### config.mk
export PLATFORM = sky130hd
export DESIGN_NAME = subword_aperture
export DESIGN_NICKNAME = d
export VERILOG_FILES = /design/src/rtl/subap_pkg.sv /design/src/rtl/ap_window_map.sv /design/src/rtl/ap_lane_merge.sv /design/src/rtl/ap_reg_bank.sv /design/src/rtl/subword_aperture.sv
export SDC_FILE = /design/constraint.sdc
export NUM_CORES = 2
export LEC_CHECK = 0
export ABC_AREA = 1
export BUFFER_PORTS_ARGS = -buffer_cell sky130_fd_sc_hd__buf_2
export CAP_MARGIN = 5
export CORE_AREA = 2 2 608 610
export CTS_CLUSTER_DIAMETER = 80
export DETAILED_ROUTE_END_ITERATION = 8
export DIE_AREA = 0 0 610 612
export SLEW_MARGIN = 20
export SYNTH_ARGS = -nofsm -noshare
export SYNTH_HDL_FRONTEND = slang
export SYNTH_HIERARCHICAL = 1
export SYNTH_SLANG_ARGS = --single-unit
### constraint.sdc
create_clock -name clk -period 5.7 [get_ports clk]
set_input_delay 0.855 -clock clk [delete_from_list [all_inputs] [get_ports clk]]
set_output_delay 0.855 -clock clk [all_outputs]
set_load 0.02 [all_outputs]
### src/rtl/subap_pkg.sv
package subap_pkg;
  localparam int ADDR_W = 12;
  localparam int FLAT_W = 13;
  localparam int DW     = 64;

  localparam logic [1:0] WIN_LOW  = 2'd0;
  localparam logic [1:0] WIN_BYTE = 2'd1;
  localparam logic [1:0] WIN_HIGH = 2'd2;

  localparam logic [FLAT_W-1:0] BASE_LOW  = 13'h000;
  localparam logic [FLAT_W-1:0] BASE_BYTE = 13'h100;
  localparam logic [FLAT_W-1:0] BASE_HIGH = 13'h3A0;
  localparam logic [FLAT_W-1:0] SPAN_LOW  = 13'h100;
  localparam logic [FLAT_W-1:0] SPAN_BYTE = 13'h2A0;
  localparam logic [FLAT_W-1:0] SPAN_HIGH = 13'hC60;

  localparam logic [FLAT_W-1:0] A_IDENT  = 13'h000;
  localparam logic [FLAT_W-1:0] A_MASK   = 13'h020;
  localparam logic [FLAT_W-1:0] A_MSIEN  = 13'h040;
  localparam logic [FLAT_W-1:0] A_EDGE   = 13'h060;
  localparam logic [FLAT_W-1:0] A_CLEAR  = 13'h080;
  localparam logic [FLAT_W-1:0] A_AUTO0  = 13'h0C0;
  localparam logic [FLAT_W-1:0] A_AUTO1  = 13'h0E0;
  localparam logic [FLAT_W-1:0] A_ROUTE  = 13'h100;
  localparam logic [FLAT_W-1:0] A_VEC    = 13'h200;
  localparam logic [FLAT_W-1:0] A_STATUS = 13'h3A0;
  localparam logic [FLAT_W-1:0] A_POL    = 13'h3E0;

  typedef enum logic [3:0] {
    SEL_NONE, SEL_IDENT, SEL_MASK, SEL_MSIEN, SEL_EDGE, SEL_CLEAR,
    SEL_AUTO, SEL_ROUTE, SEL_VEC, SEL_STATUS, SEL_POL
  } sel_e;

  typedef struct packed {
    logic [FLAT_W-1:0] addr;
    logic [3:0]        size;
    logic              wr;
    logic [DW-1:0]     wdata;
  } op_t;

  function automatic logic [DW-1:0] width_mask(input logic [3:0] size);
    case (size)
      4'd1:    width_mask = 64'h0000_0000_0000_00FF;
      4'd2:    width_mask = 64'h0000_0000_0000_FFFF;
      4'd4:    width_mask = 64'h0000_0000_FFFF_FFFF;
      4'd8:    width_mask = '1;
      default: width_mask = '0;
    endcase
  endfunction
endpackage

### src/rtl/ap_window_map.sv
module ap_window_map
  import subap_pkg::*;
(
  input  logic [1:0]        win,
  input  logic [ADDR_W-1:0] addr,
  input  logic [3:0]        size,
  output logic              ok,
  output logic              split,
  output logic [FLAT_W-1:0] flat,
  output logic [3:0]        op_size
);
  logic [FLAT_W-1:0] base, span, last;
  logic              wide, win_ok, size_ok;

  always_comb begin
    win_ok = 1'b1;
    wide   = 1'b1;
    base   = BASE_LOW;
    span   = SPAN_LOW;
    case (win)
      WIN_LOW:  begin base = BASE_LOW;  span = SPAN_LOW;  end
      WIN_BYTE: begin base = BASE_BYTE; span = SPAN_BYTE; wide = 1'b0; end
      WIN_HIGH: begin base = BASE_HIGH; span = SPAN_HIGH; end
      default:  win_ok = 1'b0;
    endcase
    size_ok = wide ? (size == 4'd4 || size == 4'd8) : (size == 4'd1);
    last    = {1'b0, addr} + {{(FLAT_W-4){1'b0}}, size};
    ok      = win_ok && size_ok && (last <= span);
    flat    = base + {1'b0, addr};
    split   = wide && (size == 4'd8);
    op_size = split ? 4'd4 : size;
  end
endmodule

### src/rtl/ap_lane_merge.sv
module ap_lane_merge
  import subap_pkg::*;
(
  input  logic [2:0]    off,
  input  logic [3:0]    size,
  input  logic [DW-1:0] wdata,
  input  logic [DW-1:0] old,
  output logic [DW-1:0] rd_val,
  output logic [DW-1:0] merged,
  output logic [DW-1:0] lane_data
);
  logic [DW-1:0] wmask, lanes;
  logic [5:0]    sh;

  always_comb begin
    wmask     = width_mask(size);
    sh        = {off, 3'b000};
    lanes     = wmask << sh;
    lane_data = (wdata & wmask) << sh;
    merged    = (old & ~lanes) | lane_data;
    rd_val    = (old >> sh) & wmask;
  end
endmodule

### src/rtl/ap_reg_bank.sv
module ap_reg_bank
  import subap_pkg::*;
#(
  parameter int            NSRC     = 64,
  parameter logic [DW-1:0] ID_VALUE = 64'h0000_003F_0001_0007
) (
  input  logic            clk,
  input  logic            rst_n,
  input  logic            op_en,
  input  op_t             op,
  input  logic [DW-1:0]   status_in,
  output logic [DW-1:0]   rd_val,
  output logic            err,
  output logic            clr_valid,
  output logic [DW-1:0]   clr_bits,
  output logic [DW-1:0]   cfg_mask,
  output logic [DW-1:0]   cfg_edge,
  output logic [DW-1:0]   cfg_msien,
  output logic [DW-1:0]   cfg_pol,
  output logic [NSRC*8-1:0] cfg_route,
  output logic [NSRC*8-1:0] cfg_vec
);
  localparam int TBL_WORDS = NSRC / 8;
  localparam int IDX_W     = (TBL_WORDS > 1) ? $clog2(TBL_WORDS) : 1;
  localparam logic [FLAT_W-1:0] TBL_SPAN = FLAT_W'(NSRC);

  logic [DW-1:0] mask_q, edge_q, msien_q, pol_q;
  logic [DW-1:0] route_q [TBL_WORDS];
  logic [DW-1:0] vec_q   [TBL_WORDS];

  logic [FLAT_W-1:0] word, roff, voff;
  logic [IDX_W-1:0]  ridx, vidx;
  sel_e              sel;
  logic              rd_ok, wr_ok;
  logic [DW-1:0]     old, lm_rd, merged, lane_data;

  always_comb begin
    word = {op.addr[FLAT_W-1:3], 3'b000};
    roff = word - A_ROUTE;
    voff = word - A_VEC;
    ridx = roff[IDX_W+2:3];
    vidx = voff[IDX_W+2:3];
    if (word == A_IDENT)                                   sel = SEL_IDENT;
    else if (word == A_MASK)                               sel = SEL_MASK;
    else if (word == A_MSIEN)                              sel = SEL_MSIEN;
    else if (word == A_EDGE)                               sel = SEL_EDGE;
    else if (word == A_CLEAR)                              sel = SEL_CLEAR;
    else if (word == A_AUTO0 || word == A_AUTO1)           sel = SEL_AUTO;
    else if (word >= A_ROUTE && word < A_ROUTE + TBL_SPAN) sel = SEL_ROUTE;
    else if (word >= A_VEC && word < A_VEC + TBL_SPAN)     sel = SEL_VEC;
    else if (word == A_STATUS)                             sel = SEL_STATUS;
    else if (word == A_POL)                                sel = SEL_POL;
    else                                                   sel = SEL_NONE;

    case (sel)
      SEL_IDENT:  old = ID_VALUE;
      SEL_MASK:   old = mask_q;
      SEL_MSIEN:  old = msien_q;
      SEL_EDGE:   old = edge_q;
      SEL_ROUTE:  old = route_q[ridx];
      SEL_VEC:    old = vec_q[vidx];
      SEL_STATUS: old = status_in & ~mask_q;
      SEL_POL:    old = pol_q;
      default:    old = '0;
    endcase

    rd_ok = (sel != SEL_NONE) && (sel != SEL_CLEAR);
    wr_ok = (sel != SEL_NONE) && (sel != SEL_IDENT) && (sel != SEL_STATUS);
    err   = op_en && (op.wr ? !wr_ok : !rd_ok);
    rd_val = (op_en && !op.wr && rd_ok && sel != SEL_AUTO) ? lm_rd : '0;
  end

  ap_lane_merge u_lane (
    .off       (op.addr[2:0]),
    .size      (op.size),
    .wdata     (op.wdata),
    .old       (old),
    .rd_val    (lm_rd),
    .merged    (merged),
    .lane_data (lane_data)
  );

  always_ff @(posedge clk or negedge rst_n) begin
    if (!rst_n) begin
      mask_q    <= '1;
      edge_q    <= '0;
      msien_q   <= '0;
      pol_q     <= '0;
      clr_valid <= 1'b0;
      clr_bits  <= '0;
      for (int i = 0; i < TBL_WORDS; i++) begin
        route_q[i] <= '0;
        vec_q[i]   <= '0;
      end
    end else begin
      clr_valid <= 1'b0;
      clr_bits  <= '0;
      if (op_en && op.wr) begin
        case (sel)
          SEL_MASK:  mask_q        <= merged;
          SEL_MSIEN: msien_q       <= merged;
          SEL_EDGE:  edge_q        <= merged;
          SEL_POL:   pol_q         <= merged;
          SEL_ROUTE: route_q[ridx] <= merged;
          SEL_VEC:   vec_q[vidx]   <= merged;
          SEL_CLEAR: begin
            clr_valid <= 1'b1;
            clr_bits  <= lane_data;
          end
          default: ;
        endcase
      end
    end
  end

  assign cfg_mask  = mask_q;
  assign cfg_edge  = edge_q;
  assign cfg_msien = msien_q;
  assign cfg_pol   = pol_q;

  for (genvar g = 0; g < TBL_WORDS; g++) begin : g_flat
    assign cfg_route[g*DW +: DW] = route_q[g];
    assign cfg_vec[g*DW +: DW]   = vec_q[g];
  end


  auto_write_ignored_chk: assert property (@(posedge clk) disable iff (!rst_n)
    (op_en && op.wr && sel == SEL_AUTO) |=>
      ($stable(cfg_mask) && $stable(cfg_edge) && $stable(cfg_msien) && $stable(cfg_pol)));


  always_comb begin
    if (rst_n && op_en && !op.wr && op.size == 4'd1)
      narrow_read_chk: assert (rd_val[DW-1:8] == '0);
  end
endmodule

### src/rtl/subword_aperture.sv
module subword_aperture
  import subap_pkg::*;
#(
  parameter int            NSRC     = 64,
  parameter logic [63:0]   ID_VALUE = 64'h0000_003F_0001_0007
) (
  input  logic              clk,
  input  logic              rst_n,
  input  logic              req_valid,
  output logic              req_ready,
  input  logic [1:0]        req_win,
  input  logic              req_write,
  input  logic [11:0]       req_addr,
  input  logic [3:0]        req_size,
  input  logic [63:0]       req_wdata,
  output logic              rsp_valid,
  output logic              rsp_err,
  output logic [63:0]       rsp_rdata,
  input  logic [63:0]       status_in,
  output logic              clr_valid,
  output logic [63:0]       clr_bits,
  output logic [63:0]       cfg_mask,
  output logic [63:0]       cfg_edge,
  output logic [63:0]       cfg_msien,
  output logic [63:0]       cfg_pol,
  output logic [NSRC*8-1:0] cfg_route,
  output logic [NSRC*8-1:0] cfg_vec
);
  typedef enum logic {ST_IDLE, ST_UPPER} st_e;

  st_e               st_q;
  op_t               hold_q, op;
  logic [31:0]       lo_q;
  logic              lo_err_q;
  logic              map_ok, map_split, accept, op_en, bank_err;
  logic [FLAT_W-1:0] map_flat;
  logic [3:0]        map_size;
  logic [DW-1:0]     bank_rd;

  ap_window_map u_map (
    .win     (req_win),
    .addr    (req_addr),
    .size    (req_size),
    .ok      (map_ok),
    .split   (map_split),
    .flat    (map_flat),
    .op_size (map_size)
  );

  always_comb begin
    req_ready = (st_q == ST_IDLE);
    accept    = req_valid && req_ready;
    op_en     = (accept && map_ok) || (st_q == ST_UPPER);
    if (st_q == ST_UPPER) op = hold_q;
    else                  op = '{addr: map_flat, size: map_size, wr: req_write, wdata: req_wdata};
  end

  ap_reg_bank #(.NSRC(NSRC), .ID_VALUE(ID_VALUE)) u_bank (
    .clk       (clk),
    .rst_n     (rst_n),
    .op_en     (op_en),
    .op        (op),
    .status_in (status_in),
    .rd_val    (bank_rd),
    .err       (bank_err),
    .clr_valid (clr_valid),
    .clr_bits  (clr_bits),
    .cfg_mask  (cfg_mask),
    .cfg_edge  (cfg_edge),
    .cfg_msien (cfg_msien),
    .cfg_pol   (cfg_pol),
    .cfg_route (cfg_route),
    .cfg_vec   (cfg_vec)
  );

  always_ff @(posedge clk or negedge rst_n) begin
    if (!rst_n) begin
      st_q      <= ST_IDLE;
      hold_q    <= '0;
      lo_q      <= '0;
      lo_err_q  <= 1'b0;
      rsp_valid <= 1'b0;
      rsp_err   <= 1'b0;
      rsp_rdata <= '0;
    end else begin
      rsp_valid <= 1'b0;
      if (st_q == ST_UPPER) begin
        rsp_valid <= 1'b1;
        rsp_rdata <= {bank_rd[31:0], lo_q};
        rsp_err   <= lo_err_q | bank_err;
        st_q      <= ST_IDLE;
      end else if (accept) begin
        if (map_ok && map_split) begin
          hold_q   <= '{addr: map_flat + 13'd4, size: 4'd4, wr: req_write,
                        wdata: {32'b0, req_wdata[63:32]}};
          lo_q     <= bank_rd[31:0];
          lo_err_q <= bank_err;
          st_q     <= ST_UPPER;
        end else begin
          rsp_valid <= 1'b1;
          rsp_rdata <= map_ok ? bank_rd : '0;
          rsp_err   <= !map_ok || bank_err;
        end
      end
    end
  end


  single_op_rsp_chk: assert property (@(posedge clk) disable iff (!rst_n)
    (accept && !(map_ok && map_split)) |=> rsp_valid);


  split_seq_chk: assert property (@(posedge clk) disable iff (!rst_n)
    (accept && map_ok && map_split) |=> (!req_ready && !rsp_valid) ##1 rsp_valid);


  bad_req_zero_chk: assert property (@(posedge clk) disable iff (!rst_n)
    (accept && !map_ok) |=> (rsp_valid && rsp_err && rsp_rdata == '0));


  rsp_one_cycle_chk: assert property (@(posedge clk) disable iff (!rst_n)
    (rsp_valid && st_q == ST_IDLE && !accept) |=> !rsp_valid);
endmodule

==> results.json <==
{
  "synth_nets": 9497,
  "worst_pin_slew_ps": 1390,
  "area_delta_synth_final_pct": 36.7,
  "max-slew-margin-rel_pct": 7.01,
  "max_freq_mhz": 186,
  "postLayoutCoreUtil_pct": 26.7,
  "tns_ps": 0,
  "instances_no_fill": 16100,
  "power.leakage_nw": 48.8,
  "io_pins": 1562,
  "synth.cell_area_um2": 71900,
  "vias": 79500,
  "start_util_pct": 19.6,
  "hpwl_um": 440000,
  "hold_class": "in2reg",
  "netlist-cell-type-count": 52,
  "max_cap_viol_count": 0,
  "ys_ff_latch": 1492,
  "slew_viol_final": 0,
  "ff2ff_setup_slack_ps": 320,
  "final_common_cell": "nand2_1",
  "fillers": 40300,
  "initialDrtViolationCount": 11900,
  "power_density_nw_per_um2": 280,
  "vias_per_cell": 4.93,
  "finalHoldViolCount": 0,
  "netlist_instances": 9326,
  "cts_setup_buffers": 0,
  "core.rowCount": 223,
  "grt_pass1_vias": 72000,
  "final_cell_mix": "nand2_1, buf_2, o21ai_0",
  "wire_per_inst_um": 34.3,
  "ir_worst_vdd_mv": 0.277,
  "critPathMaxFanout": 5,
  "fp.coreArea_um2": 367000,
  "grtUsageTotal_pct": 28.4,
  "reg2reg_from": "st_q",
  "dr.pass1.iters": 7,
  "finalNetCount": 11200,
  "rr_endpoint": "rsp_rdata[6]",
  "critPathArrivalTime_ps": 6160,
  "crit_slowest_cell": "nor4_4",
  "antenna_found_initial": 121,
  "finalCriticalPeriod_ps": 5380,
  "startpoint_type": "input port",
  "synth_mux_area_share_pct": 0.0279,
  "placedCellCount": 15700,
  "cts.sinks": 1492,
  "whs_path_depth": 3,
  "critical_path_class": "in2reg",
  "synth_compound_area_share_pct": 16.3,
  "outcome": "complete, no violations",
  "min_from": "req_write",
  "cts_max_level": 4,
  "routabilityCongestion": 1.01,
  "ys_seq_area_share_pct": 52.1,
  "clockBufferDepth": 4,
  "grt_max_degree": 181,
  "endpoint_kind": "flop",
  "fin_skew_ps": 120,
  "holdPathEnd": "hold_q[64]",
  "cts_buffers": 189,
  "rsz0062_at_grt": "false",
  "timing.hold.ws_ps": 259,
  "synth_xor_area_share_pct": 0.171,
  "final_layout_size_suffix_gt1_share_pct": 25.5,
  "drc_errors": 0,
  "cp_slowest_stage_delay_ps": 330,
  "chipHeight_um": 612,
  "grt_overflow": 0,
  "clk_pin_slew_ps": 60,
  "grt_pass1_wl_um": 711000,
  "synth_top_family_by_area": "simple AND/OR/NAND/NOR gates",
  "synth-simple-area-share_pct": 23.5,
  "ff2ff_path_depth": 25,
  "totalWireLength_um": 552000,
  "place.port_buffers": 1561,
  "ys_warn_count": 6,
  "antenna_left": 0,
  "dieArea_um2": 373000,
  "clk_latency_ps": 960,
  "tritoncts": "done",
  "crit_top_cell": "inv_1",
  "final.period_utilization_pct": 94.5,
  "fp.dieW_um": 610,
  "cp.required_ps": 6470,
  "cts_root_buf": "clkbuf_16",
  "avgSynthCellArea_um2": 7.70,
  "synthAdderAreaFrac_pct": 0.376,
  "finalSetupViolCount": 0
}
per-stage QoR:
stage / instance area (µm²) / power (mW) / worst slack [ps]
final: 98200 / 27.4 / 315
after global routing: 98100 / 28.1 / 0.478
after CTS: 98100 / 27.5 / 21.3
after detailed placement: 91300 / 14.3 / -1060
after global placement: 91300 / 14.3 / -1110
after floorplan: 71900 / 12.0 / 787
flip-flops by register name, indices dropped and copies added, names as in the netlist:
name and cells:
u_bank/cfg_edge 64, hold_q 47, u_bank/cfg_route 512, u_bank/cfg_pol 64, rsp_rdata 64, lo_err_q 1, u_bank/cfg_mask 64, u_bank/cfg_msien 64
rsp_err 1, st_q 1, u_bank/clr_valid 1, u_bank/cfg_vec 512, u_bank/clr_bits 64, lo_q 32, rsp_valid 1
cell type report:
type,count,area [µm²],share of cell area [%]
Multi-Input combinational cell,6472,29400,30.0
Clock buffer,263,5510,5.61
Clock inverter,88,1270,1.29
Sequential cell,1492,37400,38.1
Antenna cell,51,128,0.130
Timing Repair Buffer,2304,16100,16.4
Inverter,602,2280,2.32
Tap cell,4837,6050,6.16
report_power, final:
part	internal [mW]	switching (mW)	total, mW
logic	0.912	2.57	3.48
registers	10.6	0.0397	10.7
clock network	7.82	5.46	13.3
total	19.4	8.07	27.4
worst max path at each step:
stage | start | endpoint | slack, ps | cells past startpoint
floorplan | req_win[0] | rsp_rdata[20] | 790 | 33
global placement | req_win[0] | rsp_rdata[13] | -1110 | 34
detailed placement | req_win[0] | rsp_rdata[13] | -1060 | 34
CTS | req_win[0] | rsp_rdata[13] | 20 | 34
global route | req_win[0] | rsp_rdata[13] | 0.5 | 34
finish | req_win[0] | rsp_rdata[13] | 320 | 34
logic make-up after synthesis:
kind of cell / count (synthesis)
simple gates: 4204
compound gates: 2231
flops: 1492
buf+inv: 1362
fa+ha+maj: 21
xor+xnor: 14
mux: 2
critical path, delay by kind of cell:
kind	cells	cell delay [ps]
AO/OA/AOI/OAI	6	900
AND/OR/NAND/NOR	11	1880
adder cells (fa/ha/maj)	2	570
XOR/XNOR	1	190
buffers and inverters	14	1690
metal layers:
layer,routed length [µm],GRT usage (%),vias up
li1,-,-,34000
met1,208000,34.8,38700
met2,237000,42.7,5651
met3,60400,8.68,1123
met4,45800,19.5,30
met5,201,0.452,-
cell usage after synthesis (all sizes together):
cell     number  share of area [%]
a22o         11               0.13
nand2      2428                 13
o2111ai       1              0.012
o21bai        1              0.010
a32o          3              0.042
nor2       1172                6.2
xor2         10               0.12
o221ai        1              0.012
a211oi        7              0.073
nand4       122                1.1
o21ai      1720                 12
buf         210                1.5
nand3       394                2.8
nor4          3              0.026
dfstp        64                2.3
inv         599                3.1
and3          4              0.035
a21oi       201                1.4
xnor2         4              0.049
clkbuf      550                2.9
nand3b       10               0.10
o22ai       227                2.0
nor3         42               0.33
o22a         27               0.33
o21a          8              0.084
a22oi         4              0.042
mux2i         2              0.028
o211ai        8              0.091
a21boi        1              0.010
a31oi         5              0.044
dfrtp      1428                 50
clkinv        3              0.016
fa            1              0.028
ha           20               0.35
a221oi        6              0.082
or2          29               0.25
what timing repair did:
action	CTS	global route
gates resized for setup	1	2
hold buffers	1	0
pin swaps	0	1
endpoints found under the setup margin	4	11
endpoints found under the hold margin	39	0
No activity file was read; power rests on OpenSTA's default activity.
